--- config.mk ---
export PLATFORM = sky130hd
export DESIGN_NAME = radio_mode_ctrl
export DESIGN_NICKNAME = d
export VERILOG_FILES = /design/src/rtl/rmc_pkg.sv /design/src/rtl/rmc_enable.sv /design/src/rtl/rmc_fsm.sv /design/src/rtl/rmc_sat_counter.sv /design/src/rtl/radio_mode_ctrl.sv
export SDC_FILE = /design/constraint.sdc
export NUM_CORES = 1
export LEC_CHECK = 0
export ABC_AREA = 1
export CORE_MARGIN = 1
export CORE_UTILIZATION = 36
export DETAILED_ROUTE_END_ITERATION = 10
export PLACE_DENSITY = 0.64
export SETUP_SLACK_MARGIN = 0.3
export SYNTH_ARGS = -nofsm -noshare
export SYNTH_HDL_FRONTEND = slang
export SYNTH_HIERARCHICAL = 1
export SYNTH_SLANG_ARGS = --single-unit
--- constraint.sdc ---
create_clock -name clk -period 3.25 [get_ports clk]
set_input_delay 0.4875 -clock clk [delete_from_list [all_inputs] [get_ports clk]]
set_output_delay 0.4875 -clock clk [all_outputs]
set_load 0.01 [all_outputs]
--- src/rtl/rmc_pkg.sv ---
package rmc_pkg;
  typedef enum logic [2:0] {
    MODE_SLEEP = 3'd0,
    MODE_TX    = 3'd1,
    MODE_RX    = 3'd2
  } mode_e;
endpackage

--- src/rtl/rmc_enable.sv ---
module rmc_enable (
  input  logic clk,
  input  logic rst_n,
  input  logic en_load,
  input  logic en_value,
  input  logic rx_cmd,
  input  logic sleep_cmd,
  output logic en_next,
  output logic en_q
);
  // sleep strobe outranks receive strobe, which outranks a plain write
  always_comb begin
    if (sleep_cmd)    en_next = 1'b0;
    else if (rx_cmd)  en_next = 1'b1;
    else if (en_load) en_next = en_value;
    else              en_next = en_q;
  end

  always_ff @(posedge clk or negedge rst_n) begin
    if (!rst_n) en_q <= 1'b0;
    else        en_q <= en_next;
  end
endmodule

--- src/rtl/rmc_fsm.sv ---
module rmc_fsm
  import rmc_pkg::*;
(
  input  logic  clk,
  input  logic  rst_n,
  input  logic  role_rx,
  input  logic  en_next,
  input  logic  txq_empty,
  input  logic  pkt_done,
  output mode_e mode_q,
  output logic  new_pkt
);
  mode_e mode_d;

  always_comb begin
    mode_d  = MODE_SLEEP;
    new_pkt = 1'b0;
    if (!en_next) begin
      mode_d = MODE_SLEEP;
    end else if (role_rx) begin
      mode_d = MODE_RX;
    end else if (mode_q == MODE_TX && !pkt_done) begin
      mode_d = MODE_TX;
    end else if (!txq_empty) begin
      mode_d  = MODE_TX;
      new_pkt = 1'b1;
    end
  end

  always_ff @(posedge clk or negedge rst_n) begin
    if (!rst_n) mode_q <= MODE_SLEEP;
    else        mode_q <= mode_d;
  end
endmodule

--- src/rtl/rmc_sat_counter.sv ---
module rmc_sat_counter #(
  parameter int W = 4
) (
  input  logic         clk,
  input  logic         rst_n,
  input  logic         clr,
  input  logic         inc,
  output logic [W-1:0] cnt
);
  localparam logic [W-1:0] CEIL = {W{1'b1}};

  always_ff @(posedge clk or negedge rst_n) begin
    if (!rst_n)                  cnt <= '0;
    else if (clr)                cnt <= '0;
    else if (inc && cnt != CEIL) cnt <= cnt + 1'b1;
  end
endmodule

--- src/rtl/radio_mode_ctrl.sv ---
module radio_mode_ctrl
  import rmc_pkg::*;
#(
  parameter int CNT_W = 4
) (
  input  logic               clk,
  input  logic               rst_n,
  input  logic               role_rx,
  input  logic               en_load,
  input  logic               en_value,
  input  logic               rx_cmd,
  input  logic               sleep_cmd,
  input  logic               txq_empty,
  input  logic               pkt_done,
  input  logic               ack_ok,
  input  logic               retry,
  input  logic               chan_wr,
  output logic [2:0]         mode,
  output logic [2*CNT_W-1:0] status,
  output logic               enable
);
  localparam int NCNT = 2;
  localparam int RETX = 0;
  localparam int LOST = 1;

  logic       en_next;
  logic       new_pkt;
  logic       in_tx;
  mode_e      mode_q;
  logic [NCNT-1:0] cnt_clr;
  logic [NCNT-1:0] cnt_inc;
  logic [CNT_W-1:0] cnt_val [NCNT];

  rmc_enable u_en (
    .clk       (clk),
    .rst_n     (rst_n),
    .en_load   (en_load),
    .en_value  (en_value),
    .rx_cmd    (rx_cmd),
    .sleep_cmd (sleep_cmd),
    .en_next   (en_next),
    .en_q      (enable)
  );

  rmc_fsm u_fsm (
    .clk       (clk),
    .rst_n     (rst_n),
    .role_rx   (role_rx),
    .en_next   (en_next),
    .txq_empty (txq_empty),
    .pkt_done  (pkt_done),
    .mode_q    (mode_q),
    .new_pkt   (new_pkt)
  );

  assign in_tx = (mode_q == MODE_TX);

  // retransmit count: per packet; lost count: per channel
  assign cnt_clr[RETX] = new_pkt;
  assign cnt_inc[RETX] = in_tx && retry;
  assign cnt_clr[LOST] = chan_wr;
  assign cnt_inc[LOST] = in_tx && pkt_done && !ack_ok;

  for (genvar i = 0; i < NCNT; i++) begin : g_cnt
    rmc_sat_counter #(.W(CNT_W)) u_cnt (
      .clk   (clk),
      .rst_n (rst_n),
      .clr   (cnt_clr[i]),
      .inc   (cnt_inc[i]),
      .cnt   (cnt_val[i])
    );
  end

  assign mode   = mode_q;
  assign status = {cnt_val[LOST], cnt_val[RETX]};
endmodule

==> reports/results.txt, run 1 <==
final setup TNS: 0 ns
TritonCTS Buffers: 3
CTS Sinks: 11
DR WL/cell: 10.5 um
status: complete, but fails checks
power share of the clock group: 0.301
clk buf depth: 2
row count: 14
unique cell type count in the Yosys netlist: 15
critical path class: flip-flop to output pin
clk_skew: 0.00111 ns
GR Overflow Total: 0
postcts setup bufs: 0
drt pass-1 iters: 9
fill count: 147
EDFF count, synth: 0
DP HPWL: 1030 um
switching power: 0.0950 mW
final hold viol count: 0
worst-path cell chain: clkdlybuf4s50_1
routability cong.: 0.794
CP Buf/Inv Count: 1
Nets: 128
Antenna Cells: 0
Critical Path Start Type: flip-flop
vias per cell: 4.57
placeable core area: 0.00158 mm2
via count: 590
MaxCap Viol Count: 0
largest area contributor in the netlist: dfrtp_1
leakage power: 0.489 nW
CTS tree: yes
Final period util: 0.548
Synth area leaders: dfrtp_1, nand2_1, inv_1
Critical-path top delay cell: clkdlybuf4s50_1
Comb pwr share: 0.212
Rel. slew slack: 0.659
cell family with most CP delay: buffers and inverters
Worst Path Arrival: 1.29 ns
Power Internal: 0.232 mW
DRC viols: 2
crit path max fanout: 6
Final min period: 1.78 ns
Clock transition at path regs: 0.08 ns
layout cells sized above 1: 0.0885
Initial Util: 0.404
asr flop ratio synth: 1.00
count leader, synth: nand2_1
fin area: 896 um2
Worst Max-Slew Pin Slew: 0.509 ns
Die ar.: 0.00194 mm2
first-pass GRT wire length: 2360 um
synth cell count leaders: nand2_1, inv_1, dfrtp_1, nand3_1, nor2_1
hold_buf cts: 0
final wirelength: 1360 um
Sw Ratio: 0.290
CP endpoint kind: output pin
htree depth: 1
initial antenna violation count: 0
PortBufs: 22
ANT nets after route: 0
Seq pwr share: 0.487
IO Count: 24
CTS resizes: 0
total track usage: 0.168
Cell Area, Placed: 870 um2
Die H: 44.1 um
Mean Syn Cell Area: 7.24 um2
share of the synthesized area in the top cell type: 0.432
RSZ-0062 raised after global routing: false
Crit path largest cell delay: 0.57 ns
largest net degree at the start of global routing: 12
post-synthesis cell count: 88
Main synth FF type: dfrtp_1
Seq/Total Area, Yosys: 0.432
Post-Syn Area: 637 um2
clk root buf: clkbuf_4
required time worst endpoint: 2.76 ns
Final Max Slew Viols: 0
Final setup viols: 0
min-delay worst type: primary input to async pin
vias in the first global route: 546
worst skew pair latency: 0.27 ns
yosys warns: 6
Synth-to-Final Area Change: 40.7%
Die X: 44.1 um
Iter 0 DRT Violations: 16
VDD IR max: 0.257 mV
Max Freq: 0.561 GHz
synthesized flop and latch total: 11
syn nets: 102
power per cell area: 366 mW/mm2
failing checks: design-rule violations
-- layer usage --
| metal | part of all wire | GRT usage |
|---|---|---|
| met1 | 0.54 | 0.253 |
| met2 | 0.41 | 0.224 |
| met3 | 0.037 | 0.0245 |
| met4 | 0.0074 | 0.109 |
| met5 | 0 | 0 |
-- final timing paths --
kind | from | to | slack, ns | cells past startpoint
max in group asynchronous | rst_n | g_cnt[0].u_cnt/cnt[2]$_DFFE_PN0P_ | 2.36 | 1
hold reg to reg | g_cnt[0].u_cnt/cnt[1]$_DFFE_PN0P_ | g_cnt[0].u_cnt/cnt[1]$_DFFE_PN0P_ | 0.56 | 2
min in group clk | g_cnt[0].u_cnt/cnt[1]$_DFFE_PN0P_ | g_cnt[0].u_cnt/cnt[1]$_DFFE_PN0P_ | 0.56 | 2
hold / removal | rst_n | g_cnt[0].u_cnt/cnt[1]$_DFFE_PN0P_ | 0.55 | 1
setup / recovery | g_cnt[0].u_cnt/cnt[2]$_DFFE_PN0P_ | status[2] | 1.47 | 1
setup reg to reg | u_en/en_q$_DFF_PN0_ | g_cnt[0].u_cnt/cnt[3]$_DFFE_PN0P_ | 1.76 | 12
-- cells in the final DEF (no fill, tap or decap) --
cell type,netlist,routed
a21oi_1,1,1
and2_1,1,1
clkbuf_1,0,1
clkbuf_4,0,3
clkdlybuf4s50_1,0,22
conb_1,1,1
dfrtp_1,11,11
ha_1,2,2
inv_1,16,16
inv_2,2,2
nand2_1,25,25
nand2_2,4,4
nand3_1,9,9
nand3_2,1,1
nand4_1,4,4
nor2_1,8,8
xor2_1,2,2
-- power by group through the flow --
stage	logic, mW	registers (mW)	clock network [mW]
2_1_floorplan	0.0249	0.165	0
3_3_place_gp	0.0684	0.162	0
3_5_place_dp	0.0696	0.162	0
4_1_cts	0.0699	0.159	0.103
5_1_grt	0.0781	0.162	0.106
6_report	0.0694	0.159	0.0987
-- cell type report --
| class | count | area [um2] | share of cell area |
|---|---|---|---|
| Sequential cell | 11 | 275 | 0.307 |
| Timing Repair Buffer | 22 | 220 | 0.246 |
| Tap cell | 16 | 20.0 | 0.0223 |
| Clock buffer | 4 | 26.3 | 0.0293 |
| Inverter | 18 | 67.6 | 0.0754 |
| Multi-Input combinational cell | 58 | 287 | 0.320 |
-- cells by family (layout without fill, tap and decap cells) --
family,after synthesis,after routing,synth area share
compound gates,1,1,0.00785
xor+xnor,2,2,0.0275
fa+ha+maj,2,2,0.0393
buf+inv,19,44,0.118
flops,11,11,0.432
other cells,1,1,0.00589
simple gates,52,52,0.369
-- stage by stage --
step	cells	setup slack [ns]	hold slack [ns]	power, mW	utilization
2_1_floorplan	88	1.84	0.192	0.190	-
3_3_place_gp	125	1.22	0.535	0.230	0.552
3_5_place_dp	125	1.20	0.537	0.231	0.552
4_1_cts	129	1.46	0.556	0.332	0.568
5_1_grt	129	1.23	0.586	0.346	0.568
6_report	129	1.47	0.550	0.327	0.568
-- state kept, by name, indices dropped and copies added (netlist names) --
signal           flops
g_cnt.u_cnt/cnt      8
u_en/en_q            1
u_fsm/mode_q         2
Note: power is estimated with default switching activity, not from simulation.
==> run 2: changes to the inputs <==
==> constraint.sdc (replaced) <==
create_clock -name clk -period 1.8 [get_ports clk]
set_input_delay 0.27 -clock clk [delete_from_list [all_inputs] [get_ports clk]]
set_output_delay 0.27 -clock clk [all_outputs]
set_load 0.01 [all_outputs]
==> run 2 against run 1 <==
Sequential cell count stayed put. Critical endpoint is now status[7]. Hold slack worse by 0.21 ns. Final cell count rose by 6.2%. Combinational power rose by 97%. The run still ends with design-rule violations left. Clock skew is 0.0011 ns higher. Core utilization grew 4.7 points. Routed wire length up 8.9%. Largest power group unchanged. Via count grew 8.0%. Non-clock buffer count grew 8. Final area is 8.2% higher. Clock-buffer cell count unchanged.
==> reports/results.txt, run 2 (synthesized netlist as in run 1, its figures left out) <==
Iter 0 DRT Violations: 16
DR WL/cell: 10.8 um
Clock transition at path regs: 0.07 ns
Final period util: 0.803
placeable core area: 0.00158 mm2
row count: 14
commonest non-fill, non-tap cell in the layout: nand2_1
MaxCap Viol Count: 0
Setup WS pre-CTS: -0.0308 ns
cell family with most CP delay: buffers and inverters
critical path class: flip-flop to output pin
layout cells sized above 1: 0.190
IO Count: 24
clk buf depth: 2
VDD IR max: 0.328 mV
Core Util, Final: 0.615
via count: 637
worst-path cell chain: clkdlybuf4s50_1
Critical-path top delay cell: clkdlybuf4s50_1
Final setup viols: 0
status: complete, but fails checks
Synth-to-Final Area Change: 52.3%
Worst Path Arrival: 1.18 ns
Max Freq: 0.692 GHz
htree depth: 1
CP endpoint kind: output pin
worst skew pair latency: 0.26 ns
initial antenna violation count: 0
total track usage: 0.175
first-pass GRT wire length: 2460 um
clk root buf: clkbuf_4
Die H: 44.1 um
total power: 0.586 mW
Initial Util: 0.404
ANT nets after route: 0
CTS tree: yes
Nets: 136
CTS Sinks: 11
CP Buf/Inv Count: 1
max reg flops: 8
vias per cell: 4.65
Die X: 44.1 um
Largest regs: g_cnt.u_cnt/cnt: 8 flops, u_fsm/mode_q: 2 flops, u_en/en_q: 1 flops
Critical Path Start Type: flip-flop
largest net degree at the start of global routing: 12
min-delay worst type: primary input to async pin
hold_ws: 0.338 ns
clk_skew: 0.00219 ns
leakage power: 0.573 nW
final wirelength: 1480 um
commonest non-fill, non-tap cells in the layout: nand2_1, clkdlybuf4s50_1, inv_1, nand3_1, dfrtp_1
power per cell area: 605 mW/mm2
drt pass-1 iters: 9
vias in the first global route: 588
Die ar.: 0.00194 mm2
failing checks: design-rule violations
Final Max Slew Viols: 0
PortBufs: 22
Largest Register: g_cnt.u_cnt/cnt
required time worst endpoint: 1.53 ns
final setup margin: 0.355 ns
Final min period: 1.45 ns
RSZ-0062 raised after global routing: true
TritonCTS Buffers: 3
crit path max fanout: 2
DRC viols: 2
final hold viol count: 0
DP HPWL: 1060 um
routability cong.: 0.760
GR Overflow Total: 0
Crit path largest cell delay: 0.54 ns
Antenna Cells: 0
==> run 2: repair_timing <==
action / in CTS / in global routing
endpoints found under the setup margin: 12 / 8
resized for setup: 4 / 5
pin swaps: 1 / 1
hold buffers: 0 / 0
setup buffers: 6 / 2
cloned: 0 / 0
==> run 2: stage by stage <==
step           instance area [um2]  TNS [ns]  instances
2_1_floorplan                  637         0         88
3_3_place_gp                   870         0        125
3_5_place_dp                   870   -0.0916        125
4_1_cts                        945         0        135
5_1_grt                        970         0        137
6_report                       970         0        137
==> run 2: per-layer routing <==
| layer | vias to the layer above | global-route usage | wire length, um |
|---|---|---|---|
| met5 | - | 0 | 0 |
| met4 | 0 | 0.0909 | 17 |
| met3 | 2 | 0.0327 | 86 |
| met2 | 18 | 0.256 | 662 |
| met1 | 283 | 0.247 | 716 |
| li1 | 334 | - | - |
==> run 2: worst paths after layout <==
| kind | cells past startpoint | startpoint | slack [ns] | end |
|---|---|---|---|---|
| max | 1 | g_cnt[1].u_cnt/cnt[3]$_DFFE_PN0P_ | 0.35 | status[7] |
| min | 1 | rst_n | 0.34 | g_cnt[0].u_cnt/cnt[1]$_DFFE_PN0P_ |
| min in group clk | 6 | en_load | 0.51 | u_fsm/mode_q[0]$_DFF_PN0_ |
| min reg2reg | 2 | g_cnt[0].u_cnt/cnt[0]$_DFFE_PN0P_ | 0.57 | g_cnt[0].u_cnt/cnt[0]$_DFFE_PN0P_ |
| max in group asynchronous | 1 | rst_n | 1.10 | g_cnt[1].u_cnt/cnt[2]$_DFFE_PN0P_ |
| max reg2reg | 12 | u_en/en_q$_DFF_PN0_ | 0.46 | g_cnt[0].u_cnt/cnt[3]$_DFFE_PN0P_ |
==> run 2: power breakdown <==
part | internal [mW] | switching [mW]
clock | 0.0855 | 0.0825
combinational | 0.0732 | 0.0639
sequential | 0.264 | 0.0170
==> run 2: cell type report <==
type	instances	area, um2
Tap cell	16	20.0
Fill cell	136	607
Inverter	18	67.6
Sequential cell	11	278
Clock buffer	4	26.3
Timing Repair Buffer	30	287
Multi-Input combinational cell	58	292
==> run 3: changes to the inputs <==
==> constraint.sdc (replaced) <==
create_clock -name clk -period 1.5 [get_ports clk]
set_input_delay 0.225 -clock clk [delete_from_list [all_inputs] [get_ports clk]]
set_output_delay 0.225 -clock clk [all_outputs]
set_load 0.01 [all_outputs]
==> run 3 against run 2 <==
The run now ends clean. Setup slack lost 0.17 ns. Hold slack lost 0.038 ns. Sequential share of layout area shrank 0.26 points. Final cell count grew 1.5%. Critical path depth grew 11. Critical endpoint is now g_cnt[0].u_cnt/cnt[3]$_DFFE_PN0P_. Largest power group unchanged.
==> reports/results.txt, run 3 (synthesized netlist as in run 1, its figures left out) <==
status: finished, final reports clean
DR WL/cell: 10.2 um
Critical Path Start Type: flip-flop
PortBufs: 22
Die H: 44.1 um
routability cong.: 0.881
Synth-to-Final Area Change: 53.6%
leakage power: 0.571 nW
hold_buf cts: 0
Final setup viols: 0
Clock transition at path regs: 0.07 ns
reg-to-reg endpoint: g_cnt[0].u_cnt/cnt[3]$_DFFE_PN0P_
FF-to-FF path depth: 12
Crit path depth: 12
final hold viol count: 0
Worst Max-Slew Pin Slew: 0.514 ns
DRC viols: 0
Initial Util: 0.404
IO Count: 24
total power: 0.714 mW
total track usage: 0.172
first-pass GRT wire length: 2410 um
CTS Sinks: 11
final wirelength: 1410 um
final setup TNS: 0 ns
cell family with most CP delay: simple AND/OR/NAND/NOR gates
ANT nets after route: 0
Max Freq: 0.762 GHz
largest net degree at the start of global routing: 12
final std cells w/o fill: 139
Critical-path top delay cell: dfrtp_1
final setup margin: 0.188 ns
VDD IR max: 0.458 mV
drt pass-1 iters: 6
Final Max Slew Viols: 0
htree depth: 1
clk buf depth: 2
Antenna Cells: 0
clk root buf: clkbuf_4
worst skew pair latency: 0.26 ns
layout cells sized above 1: 0.236
commonest non-fill, non-tap cell in the layout: nand2_1
end point of the critical path: g_cnt[0].u_cnt/cnt[3]$_DFFE_PN0P_
Die X: 44.1 um
CP Buf/Inv Count: 3
Crit path largest cell delay: 0.34 ns
fill count: 164
Die ar.: 0.00194 mm2
CTS tree: yes
vias per cell: 4.65
TritonCTS Buffers: 3
Nets: 138
setup slack, reg-to-reg: 0.19 ns
initial antenna violation count: 0
vias in the first global route: 598
critical path class: flip-flop to flip-flop
Final min period: 1.31 ns
Rel. slew slack: 0.656
DP HPWL: 1020 um
CP Launch Point: u_en/en_q$_DFF_PN0_
min-delay worst type: primary input to async pin
RSZ-0062 raised after global routing: true
Inst Count DP: 126
clk_skew: 0.00708 ns
required time worst endpoint: 1.66 ns
max reg flops: 8
placeable core area: 0.00158 mm2
CP endpoint kind: flip-flop
GR Overflow Total: 0
Final period util: 0.874
Setup WS pre-CTS: -0.206 ns
Iter 0 DRT Violations: 14
power per cell area: 730 mW/mm2
worst-path cell chain: inv_1 > nor2_1 > nor2_1 > nor2_1 > nand2_1 > nor2_1 > and2_4 > inv_4 > nand2_2 > inv_2 > nand2_1 > nand2_1
hold_ws: 0.300 ns
Largest Register: g_cnt.u_cnt/cnt
Worst Path Arrival: 1.47 ns
commonest non-fill, non-tap cells in the layout: nand2_1, inv_1, dfrtp_1, buf_4, dlygate4sd2_1
Largest regs: g_cnt.u_cnt/cnt: 8 flops, u_fsm/mode_q: 2 flops, u_en/en_q: 1 flops
r2r startpoint: u_en/en_q$_DFF_PN0_
row count: 14
MaxCap Viol Count: 0
via count: 647
crit path max fanout: 4
Critical Path Most Common Cell: nor2_1
==> run 3: cell types whose count changed in the layout (fill, tap and decap cells not counted), sizes merged <==
cell	previous run	this run
buf	8	10
clkbuf	4	5
clkdlybuf4s15	0	4
clkdlybuf4s50	18	8
dlygate4sd2	1	9
dlymetal6s2s	3	0
==> run 3: per-layer routing <==
| layer | GRT usage | wire (um) |
|---|---|---|
| met1 | 0.209 | 652 |
| met2 | 0.268 | 660 |
| met3 | 0.0571 | 80 |
| met4 | 0.0970 | 21 |
| met5 | 0 | 0 |
==> run 3: per-stage QoR <==
step                      instance area (um2)  utilization
final                                     978        0.621
after global placement                    877        0.556
after global routing                      978        0.621
after CTS                                 950        0.602
after floorplan                           637            -
after detailed placement                  877        0.556
==> run 3: final cells by class <==
type                    instances  area (um2)  share of cell area
clock buffers                   4        26.3              0.0269
inverters                      18        70.1              0.0716
multi-input cells              58         302               0.308
flip-flops and latches         11         278               0.284
well taps                      16        20.0              0.0205
repair buffers                 32         283               0.289
==> run 3: power by group <==
group / internal, mW / leakage [nW] / total (mW) / switching (mW)
Combinational: 0.0962 / 0.412 / 0.187 / 0.0912
Sequential: 0.317 / 0.144 / 0.332 / 0.0143
Clock: 0.103 / 0.0150 / 0.195 / 0.0925
Total: 0.516 / 0.571 / 0.714 / 0.198
==> run 3: worst min path at each step <==
stage	end	slack, ns
after floorplan	g_cnt[0].u_cnt/cnt[0]$_DFFE_PN0P_	-0.07
after global placement	g_cnt[1].u_cnt/cnt[1]$_DFFE_PN0P_	0.54
after detailed placement	g_cnt[0].u_cnt/cnt[3]$_DFFE_PN0P_	0.54
after CTS	g_cnt[0].u_cnt/cnt[3]$_DFFE_PN0P_	0.31
after global routing	g_cnt[0].u_cnt/cnt[3]$_DFFE_PN0P_	0.34
final	g_cnt[1].u_cnt/cnt[0]$_DFFE_PN0P_	0.30
==> run 3: worst register-to-register path, delay by kind of cell, from the launching register on <==
family / cells / cell delay, ns
buf+inv: 3 / 0.13
flops: 1 / 0.34
simple gates: 9 / 0.75
==> run 3: repair_timing <==
| action | 4_1_cts | 5_1_grt |
|---|---|---|
| setup endpoints to repair | 15 | 12 |
| pin swaps | 7 | 4 |
| buffers inserted | 8 | 1 |
| resized for setup | 17 | 12 |
